## src/rtl/brg_pkg.sv

```systemverilog
package brg_pkg;

  // Oversample divide applied to timer pulses in asynchronous low speed
  localparam int OS_DIV_LO   = 4;
  // Oversample ticks per asynchronous bit
  localparam int OVERSAMPLE  = 16;
  // Quarter phases per synchronous shift clock
  localparam int SYNC_PHASES = 4;

  typedef enum logic [1:0] {
    RM_ASYNC_LO = 2'd0,
    RM_ASYNC_HI = 2'd1,
    RM_SYNC     = 2'd2
  } rate_mode_e;

  function automatic rate_mode_e rate_mode(input logic sync_sel, input logic fast_sel);
    rate_mode_e m;
    if (sync_sel)      m = RM_SYNC;
    else if (fast_sel) m = RM_ASYNC_HI;
    else               m = RM_ASYNC_LO;
    return m;
  endfunction

  // Timer pulses per oversample tick
  function automatic int unsigned os_div(input rate_mode_e m);
    return (m == RM_ASYNC_LO) ? OS_DIV_LO : 1;
  endfunction

  // Oversample ticks per bit tick
  function automatic int unsigned bit_div(input rate_mode_e m);
    return (m == RM_SYNC) ? SYNC_PHASES : OVERSAMPLE;
  endfunction

endpackage

```

## src/rtl/brg_reload_timer.sv

```systemverilog
module brg_reload_timer #(
  parameter int W = 8
) (
  input  logic         clk,
  input  logic         rst_n,
  input  logic         hold,
  input  logic         load,
  input  logic [W-1:0] load_val,
  output logic         pulse
);

  logic [W-1:0] rl_q;
  logic [W-1:0] cnt_q;

  always_ff @(posedge clk or negedge rst_n) begin
    if (!rst_n) begin
      rl_q  <= '0;
      cnt_q <= '0;
    end else begin
      if (load) rl_q <= load_val;
      if (hold)              cnt_q <= '0;
      else if (load)         cnt_q <= load_val;
      else if (cnt_q == '0)  cnt_q <= rl_q;
      else                   cnt_q <= cnt_q - W'(1);
    end
  end

  assign pulse = !hold && (cnt_q == '0);


  cnt_bound_chk: assert property (@(posedge clk) disable iff (!rst_n)
    cnt_q <= rl_q);


  reload_chk: assert property (@(posedge clk) disable iff (!rst_n)
    (pulse && !load && !hold) |=> (cnt_q == rl_q));


  load_chk: assert property (@(posedge clk) disable iff (!rst_n)
    (load && !hold) |=> (cnt_q == $past(load_val)));

endmodule

```

## src/rtl/brg_prescaler.sv

```systemverilog
module brg_prescaler #(
  parameter  int LIM_MAX = 16,
  localparam int CW      = $clog2(LIM_MAX + 1)
) (
  input  logic          clk,
  input  logic          rst_n,
  input  logic          hold,
  input  logic          clear,
  input  logic          in_tick,
  input  logic [CW-1:0] lim,
  output logic          out_tick
);

  logic [CW-1:0] cnt_q;
  logic          at_end;

  assign at_end   = (cnt_q >= lim - CW'(1));
  assign out_tick = in_tick && at_end;

  always_ff @(posedge clk or negedge rst_n) begin
    if (!rst_n)        cnt_q <= '0;
    else if (hold)     cnt_q <= lim - CW'(1);
    else if (clear)    cnt_q <= '0;
    else if (in_tick)  cnt_q <= at_end ? '0 : cnt_q + CW'(1);
  end


  tick_src_chk: assert property (@(posedge clk) disable iff (!rst_n)
    out_tick |-> in_tick);


  clear_chk: assert property (@(posedge clk) disable iff (!rst_n)
    (clear && !hold) |=> (cnt_q == '0));

endmodule

```

## src/rtl/brg_top.sv

```systemverilog
module brg_top
  import brg_pkg::*;
#(
  parameter int DIV_W = 8
) (
  input  logic             clk,
  input  logic             rst_n,
  input  logic             div_wr,
  input  logic [DIV_W-1:0] div_wdata,
  input  logic             sync_mode,
  input  logic             high_speed,
  input  logic             run_en,
  output logic             os_tick,
  output logic             bit_tick
);

  localparam int OS_MAX  = OS_DIV_LO;
  localparam int BIT_MAX = (OVERSAMPLE > SYNC_PHASES) ? OVERSAMPLE : SYNC_PHASES;
  localparam int OS_CW   = $clog2(OS_MAX + 1);
  localparam int BIT_CW  = $clog2(BIT_MAX + 1);

  rate_mode_e        mode;
  logic              hold;
  logic              timer_pulse;
  logic [OS_CW-1:0]  os_lim;
  logic [BIT_CW-1:0] bit_lim;

  always_comb begin
    mode    = rate_mode(sync_mode, high_speed);
    os_lim  = OS_CW'(os_div(mode));
    bit_lim = BIT_CW'(bit_div(mode));
  end

  // Synchronous mode idles until a transfer enable is set
  assign hold = sync_mode && !run_en;

  brg_reload_timer #(.W(DIV_W)) u_timer (
    .clk      (clk),
    .rst_n    (rst_n),
    .hold     (hold),
    .load     (div_wr),
    .load_val (div_wdata),
    .pulse    (timer_pulse)
  );

  brg_prescaler #(.LIM_MAX(OS_MAX)) u_os_div (
    .clk      (clk),
    .rst_n    (rst_n),
    .hold     (hold),
    .clear    (div_wr),
    .in_tick  (timer_pulse),
    .lim      (os_lim),
    .out_tick (os_tick)
  );

  brg_prescaler #(.LIM_MAX(BIT_MAX)) u_bit_div (
    .clk      (clk),
    .rst_n    (rst_n),
    .hold     (hold),
    .clear    (div_wr),
    .in_tick  (os_tick),
    .lim      (bit_lim),
    .out_tick (bit_tick)
  );


  idle_quiet_chk: assert property (@(posedge clk) disable iff (!rst_n)
    hold |-> (!os_tick && !bit_tick));


  start_edge_chk: assert property (@(posedge clk) disable iff (!rst_n)
    (sync_mode && run_en && $past(hold) && $past(rst_n)) |-> (os_tick && bit_tick));


  fast_os_chk: assert property (@(posedge clk) disable iff (!rst_n)
    (timer_pulse && (high_speed || sync_mode)) |-> os_tick);


  bit_gap_chk: assert property (@(posedge clk) disable iff (!rst_n)
    bit_tick |=> !bit_tick);


  bit_in_os_chk: assert property (@(posedge clk) disable iff (!rst_n)
    bit_tick |-> os_tick);

endmodule

```

## config.mk

```make
export PLATFORM = sky130hd
export DESIGN_NAME = brg_top
export DESIGN_NICKNAME = d
export VERILOG_FILES = /design/src/rtl/brg_pkg.sv /design/src/rtl/brg_reload_timer.sv /design/src/rtl/brg_prescaler.sv /design/src/rtl/brg_top.sv
export SDC_FILE = /design/constraint.sdc
export NUM_CORES = 1
export LEC_CHECK = 0
export ABC_AREA = 1
export ABC_CLOCK_PERIOD_IN_PS = 2300
export BUFFER_PORTS_ARGS = -buffer_cell sky130_fd_sc_hd__buf_2
export CAP_MARGIN = 30
export CORE_MARGIN = 3
export CORE_UTILIZATION = 60
export CTS_CLUSTER_DIAMETER = 30
export CTS_CLUSTER_SIZE = 16
export DETAILED_ROUTE_END_ITERATION = 8
export MAX_ROUTING_LAYER = met4
export PLACE_DENSITY_LB_ADDON = 0.3
export SYNTH_ARGS = -nofsm -noshare
export SYNTH_HDL_FRONTEND = slang
export SYNTH_HIERARCHICAL = 1
export SYNTH_SLANG_ARGS = --single-unit
```

## constraint.sdc

```tcl
create_clock -name clk -period 2.3 [get_ports clk]
set_input_delay 0.115 -clock clk [delete_from_list [all_inputs] [get_ports clk]]
set_output_delay 0.115 -clock clk [all_outputs]
set_load 0.05 [all_outputs]
```

==> results, run 1 <==
- The area overhead of the layout relative to synthesis is 13.8%.
- In this design, the stage delay of the slowest critical-path cell is 0.41 ns.
- Headroom to the max-slew limit came out at 64.2%.
- The library cell with the largest summed area after synthesis is dfrtp_1.
- The hold violation count in the final report was 0.
- The aggregate global-route resource usage is 21.8%.
- The final critical path time including I/O delays and setup is 2.17 ns.
- The post-synthesis instance area is 1890 sq um.
- The post-detailed-route count of antenna-violating nets is 0.
- The number of antenna violations at the first check in global routing was 0.
- The commonest non-fill, non-tap cell in the layout is nand2_1.
- The post-layout utilization of the core is 74.7%.
- The worst path arrival time is 2.06 ns.
- The family of cells with the greatest summed delay on the critical path is buffers and inverters.
- In the routed design, unresolved DRC markers number 0.
- The insertion delay of the later-clocked pin in the worst-skew pair is 0.33 ns.
- Summed over all nets, the half-perimeter wirelength after detailed placement is 2930 um.
- The source of the worst register-to-register timing path is u_timer/cnt_q[0]$_DFF_PN0_.
- The leakage power figure is 1.15 nW.
- The number of H-tree levels is 1.
- The placed instances occupy a cell area of 2060 sq um.
- In this run, synthesis inferred 0 flip-flops with an integrated enable.
- For this block, the initial DRC count from the detailed router was 95.
- The cell count after synthesis is 273.
- The total area of multi-input combinational cells is 1140 sq um.
- The class of the most critical hold timing path is in2reg.
- The setup path with the least slack is of type reg2out.
- After synthesis, the cell types taking the most area are dfrtp_1 (32%), nand2_1 (13%), ha_1 (9.3%).
- The timing startpoint of the critical path is u_timer/cnt_q[0]$_DFF_PN0_.
- TritonCTS created 3 clock buffers.
- Synthesis inferred 24 register bits.
- The count of antenna diodes in the layout is 0.
- The CTS sink count is 24.
- The post-synthesis async set-or-reset flop share is 100%.
- The non-filler instance count after layout is 342.
- In the final layout, the share of cells above drive strength 1 is 19.7%.
- Clock-pin slew was measured on the worst setup and hold paths at 0.13 ns.
- For this configuration, the core starts out at a cell density of 65.7%.
- The tool flagged a number of max-cap violations equal to 0.
- STA classifies the critical path endpoint as an output port.
- At the placement stage, the worst setup path has a slack of 0.140 ns.
- The floorplan core area is 2880 sq um.
- The critical path contains buffers and inverters numbering 5 combined.
- The detailed-route vias per instance is 5.12.
- The count of buffers from port buffering is 15.
- Global routing finished with a remaining overflow of 0.
- For the final database, setup skew stands at 0.00910 ns.
- The detailed-route via count is 1,752.
- The share of the clock period used by the worst path is 94.6%.
- The number of global-route vias before repair is 1,654.
- The number of fill cells in the layout is 240.
- The design draws 1.31 mW.
- At the end of routability-driven placement, the weighted congestion stood at 0.901.
- The area of all placed cells without fillers is 2150 sq um.
- The first global-routing pass estimated 6860 um of wire.
- Sequential elements use 31.8% of the synthesized area.
- The vertical die dimension is 62.1 um.
- STA classifies the critical path startpoint as a register.
- The overall routed net length is 3860 um.
- In this run the most critical hold path is launched from div_wdata[7].
- The area of the die is 3860 sq um.
- In the layout the commonest cells are nand2_1 (65), inv_1 (40), nor2_1 (35), dfrtp_1 (24).
- Traced cell by cell, the critical path runs through inv_1, ha_2, nand3_2, nor2_8, inv_2, nor2_1, inv_2, a21oi_4, inv_1, a31oi_4, buf_6.
- The fraction of synthesized cell area taken by the top area cell type is 31.8%.
- The slew at the pin closest to its max-slew limit is 0.538 ns.
- The I/O pin count is 16.
- The flow ran to the end, and the final reports show no timing, DRC or antenna violations.
- The unique cell type count in the Yosys netlist is 29.
- The worst hold-check slack is 0.0226 ns.
- The mean cell area of the mapped netlist is 6.92 sq um.
- The tree is rooted in a clkbuf_4.
- During synthesis, Yosys emitted a total of 6 warnings.
- The placed cell count is 334.
- In the final routed layout, each cell accounts on average for 11.3 um.
- The number of placement rows is 19.
- Entering global routing, the biggest net connects 27 pins.
- The first TritonRoute pass finished after 4 iterations.
- The clock tree from TritonCTS is built.
- The smallest setup slack after layout is 0.125 ns.
- The die width is 62.1 um.
- The final setup violation count is 0.
- In the final layout, flip-flops and latches occupy 601 sq um.
- Data on the critical path is required at its endpoint by 2.18 ns.
- The max-slew violation total from the final report was 0.
- The slowest library cell on the worst path is dfrtp_1.
- The maximum clock insertion buffer count is 2.
- The dominant synthesized flop cell is dfrtp_1.
- The final-stage net count is 329.
- The maximum operating frequency is 460 MHz.
- Summed over all failing endpoints, the final setup total negative slack is 0 ns.
- Dividing total power by cell area gives a power density of 608 nW/um^2.
- The worst-path maximum fanout is 3.
- IR analysis of the VDD net gives a maximum drop of 468 uV.
-- final timing paths --
kind / end / slack (ns) / depth (start not counted)
max reg2reg: u_bit_div/cnt_q[4]$_DFFE_PN0P_ / 0.36 / 14
max in group asynchronous: u_bit_div/cnt_q[3]$_DFFE_PN0P_ / 1.65 / 2
min in group asynchronous: u_os_div/cnt_q[1]$_DFFE_PN0P_ / 0.28 / 2
min: u_timer/rl_q[7]$_DFFE_PN0P_ / 0.02 / 3
max: bit_tick / 0.13 / 11
min reg2reg: u_timer/rl_q[5]$_DFFE_PN0P_ / 0.49 / 2
-- Yosys cell counts (3+ instances only) --
cell type and count:
nand2_1 65, inv_1 40, nor2_1 35, dfrtp_1 24
a21oi_1 20, nand3_1 20, ha_1 14, o21ai_0 10
inv_2 8, nand4_1 5, a21oi_2 4, nor2_4 4
nor2_2 3
-- what timing repair did --
action,CTS,global route
endpoints found under the hold margin,24,0
setup endpoints to repair,2,2
buffers inserted,0,3
gates resized for setup,3,2
pin swaps,1,1
hold buffers,1,0
-- flip-flops by register name (all words and copies together), names as in the netlist --
register         cells
u_timer/cnt_q        8
u_timer/rl_q         8
u_bit_div/cnt_q      5
u_os_div/cnt_q       3
-- worst register-to-register path, cell delays in order (launching register included) --
cell,delay [ns]
dfrtp_1,0.41
inv_1,0.10
ha_2,0.21
nand3_2,0.13
nor2_8,0.14
inv_2,0.04
nor2_1,0.11
inv_2,0.07
a21oi_4,0.13
buf_4,0.17
nor2_8,0.05
inv_4,0.09
nand2_1,0.06
nor2_1,0.10
nor2_1,0.05
-- cell families (layout without fill, tap and decap cells) --
family	Yosys count	in the layout	synth area share [%]
DFF	24	24	31.8
and+or+nand+nor	143	143	36.0
other	1	7	0.198
buffers and inverters	54	75	11.1
AOI/OAI and AO/OA	37	37	11.7
adders and majority gates	14	14	9.27
-- per-layer routing --
| metal | vias to the layer above | GRT usage [%] | wire length (um) |
|---|---|---|---|
| met5 | - | - | 0 |
| met4 | 0 | 3.59 | 44 |
| met3 | 10 | 3.78 | 177 |
| met2 | 42 | 36.2 | 1820 |
| met1 | 794 | 28.7 | 1820 |
| li1 | 906 | - | - |
-- cell type report --
class / count / area share, %
Clock buffer: 4 / 1.69
Tap cell: 42 / 2.44
Inverter: 50 / 8.96
Timing Repair Buffer: 21 / 6.11
Multi-Input combinational cell: 201 / 52.9
Sequential cell: 24 / 27.9
-- power breakdown --
part | switching [mW] | internal, mW | leakage, nW | total, mW
Sequential | 0.0663 | 0.482 | 0.296 | 0.549
Combinational | 0.331 | 0.200 | 0.835 | 0.532
Clock | 0.130 | 0.0970 | 0.0210 | 0.227
Total | 0.528 | 0.780 | 1.15 | 1.31
Power figures use the tool's default switching activity.
==> run 2: changes to the inputs <==
--- a/config.mk
+++ b/config.mk
@@ -9,11 +9,11 @@
 export ABC_CLOCK_PERIOD_IN_PS = 2300
 export BUFFER_PORTS_ARGS = -buffer_cell sky130_fd_sc_hd__buf_2
 export CAP_MARGIN = 30
-export CORE_MARGIN = 3
 export CORE_UTILIZATION = 60
 export CTS_CLUSTER_DIAMETER = 30
 export CTS_CLUSTER_SIZE = 16
 export DETAILED_ROUTE_END_ITERATION = 8
+export GPL_TIMING_DRIVEN = 0
 export MAX_ROUTING_LAYER = met4
 export PLACE_DENSITY_LB_ADDON = 0.3
 export SYNTH_ARGS = -nofsm -noshare
==> results, run 2 (same netlist as run 1, synthesis figures left out) <==
- The final-stage net count is 331.
- For this configuration, the core starts out at a cell density of 65.7%.
- For this block, the initial DRC count from the detailed router was 103.
- The detailed-route vias per instance is 5.11.
- The number of antenna violations at the first check in global routing is 0.
- The logic depth of the worst setup path including buffers is 11.
- The endpoint type of the worst setup path is an output port.
- Together, buffers and inverters on the worst path number 5.
- The leakage power figure is 1.15 nW.
- The I/O pin count is 16.
- Buffers inserted during clock tree synthesis total 3.
- The run finished with clean final reports.
- In this run the critical register-to-register path is captured at u_bit_div/cnt_q[3]$_DFFE_PN0P_.
- After detailed routing, the average wire length per cell comes to 10.9 um.
- The slew at the pin closest to its max-slew limit is 0.607 ns.
- The number of remaining DRC errors is 0.
- The family of cells with the greatest summed delay on the critical path is buffers and inverters.
- The start point of the worst min-delay path is div_wdata[1].
- From left edge to right edge, the die measures 58.1 um.
- Of the cells placed in the final design, the portion with a size suffix greater than 1 is 18.9%.
- The cell area power density is 605 nW/um^2.
- The stage delay of the slowest cell on the critical path is 0.41 ns.
- The final critical path time including I/O delays and setup is 2.16 ns.
- Derived from the worst setup path, the maximum achievable clock frequency is 463 MHz.
- The count of buffers from port buffering is 15.
- After filler insertion, the fill cell instance count of the layout stands at 244.
- The aggregate global routing overflow is 0.
- The class of the most critical setup path is reg2out.
- The clock passes through at most 2 buffers.
- Walking the worst path, the cells encountered are inv_1, ha_1, nand3_2, nor2_8, inv_2, nor2_1, inv_2, a21oi_4, inv_1, a31oi_4, buf_6.
- The number of placement rows is 19.
- The hold-critical path endpoint is u_timer/rl_q[1]$_DFFE_PN0P_.
- The max-capacitance violation count is 0.
- Setup repair after global routing left no endpoint under its margin.
- After clock tree synthesis, the clock-pin slew on the worst setup and hold paths is 0.13 ns.
- The number of cells on the worst reg-to-reg path is 15.
- Across the routed clock network, the largest skew measured is 0.00179 ns.
- The slowest stage of the critical path belongs to the cell dfrtp_1.
- The number of global-route vias before repair is 1,611.
- The final critical path takes up 94.0% of the cycle.
- The routed layout has 1,758 vias.
- The worst hold path depth is 3.
- The final RePlAce weighted congestion is 0.906.
- Measured along the y axis, the die boundary spans 58.1 um.
- The max-slew violation total from the final report is 0.
- The die covers 3380 sq um.
- VDD sags by at most 586 uV.
- Counting every sink on the clock net gives 24.
- The worst pin sits at a relative slew slack of 59.5%.
- Data arrives at the worst endpoint at 2.05 ns.
- Setup violations remaining at the end of the flow were counted as 0.
- The region available for standard cell placement spans 2880 sq um.
- The startpoint identified for the worst register-to-register timing path is u_timer/cnt_q[0]$_DFF_PN0_.
- Across every metal layer, demand over resource in global routing totals 26.1%.
- The register-to-register path setup slack is 0.28 ns.
- The tree is rooted in a clkbuf_4.
- The count of antenna diodes in the layout is 0.
- The pin count of the biggest net entering global routing is 25.
- In this run the worst hold path is classified as in2reg.
- CTS built an H-tree with a depth of 1.
- The detail route stage leaves a number of antenna-violating nets equal to 0.
- Summed over all layers, the routed wires come to 3770 um.
- Leaving out fill and tap cells, the most frequent cell in the layout is nand2_1.
- The kind of start point of the critical path is a register.
- Detailed placement ended at an HPWL of 2860 um.
- The pre-antenna-repair detailed-routing pass consisted of 5 iterations.
- The area overhead of the layout relative to synthesis is 13.6%.
- In the final timing run, aggregate negative setup slack is 0 ns.
- The worst-path maximum fanout is 3.
- The largest registers in the layout are u_timer/cnt_q: 8 flops, u_timer/rl_q: 8 flops, u_bit_div/cnt_q: 5 flops.
- For the worst-skew pair, the clock arrives at the later sink with an insertion delay of 0.31 ns.
- STA puts the critical path data required time at 2.18 ns.
- The library cells used most frequently in the layout, excluding fill and tap cells, are nand2_1 (65), inv_1 (40), nor2_1 (35), dfrtp_1 (24).
- The clock tree from TritonCTS is built.
- The post-layout utilization of the core is 74.6%.
- The hold violation count in the final report came to 0.
- The wire length of the first global-routing pass is 6630 um.
==> run 2: layout make-up <==
type	instances	area, sq um	area share [%]
inverter	50	193	8.98
tap	42	52.6	2.45
buffer	4	16.3	0.758
clock buffer	4	36.3	1.69
sequential	24	601	28.0
multi-input combinational	201	1130	52.8
timing repair buffer	19	114	5.31
==> run 2: how the worst max path moves through the flow <==
stage                                    start        to  slack, ns
finish              u_timer/cnt_q[0]$_DFF_PN0_  bit_tick       0.14
detailed placement                   sync_mode  bit_tick       0.02
CTS                 u_timer/cnt_q[0]$_DFF_PN0_  bit_tick       0.05
floorplan           u_timer/cnt_q[0]$_DFF_PN0_  bit_tick       0.09
global placement                     sync_mode  bit_tick       0.07
global route        u_timer/cnt_q[0]$_DFF_PN0_  bit_tick      0.002
==> run 2: metrics by stage <==
step | hold WS, ns | area [sq um] | power [mW] | worst slack (ns) | std cells
after floorplan | -0.181 | 1940 | 0.951 | 0.0859 | 279
after CTS | 0.0160 | 2140 | 1.30 | 0.0464 | 344
after global routing | 0.0360 | 2150 | 1.40 | 0.00249 | 344
final | 0.0251 | 2150 | 1.30 | 0.138 | 344
after global placement | 0.121 | 2070 | 1.04 | 0.0696 | 336
after detailed placement | 0.130 | 2070 | 1.06 | 0.0157 | 336
==> run 2: tightest hold or removal path: cells and delay by family <==
| kind | cells | cell delay, ns |
|---|---|---|
| buffers and inverters | 1 | 0.08 |
| AO/OA/AOI/OAI | 1 | 0.07 |
| AND/OR/NAND/NOR | 1 | 0.05 |
==> run 2: routing by layer <==
metal	part of all wire (%)	routed length, um	global-route usage, %	vias up
met3	5.6	211	4.91	2
met4	0.40	15	7.82	0
met2	46	1750	40.9	55
li1	-	-	-	908
met1	48	1790	34.4	793
met5	0	0	-	-
==> run 2: where the power goes <==
group,switching [mW],internal [mW],leakage [nW]
sequential,0.0680,0.482,0.296
combinational,0.329,0.196,0.834
clock,0.126,0.0968,0.0210
==> run 2: timing repair <==
action	CTS	global route
pin swaps	1	0
buffers inserted	3	0
resized for setup	1	2
hold buffers	1	0
hold endpoints to repair	24	0
endpoints found under the setup margin	2	2
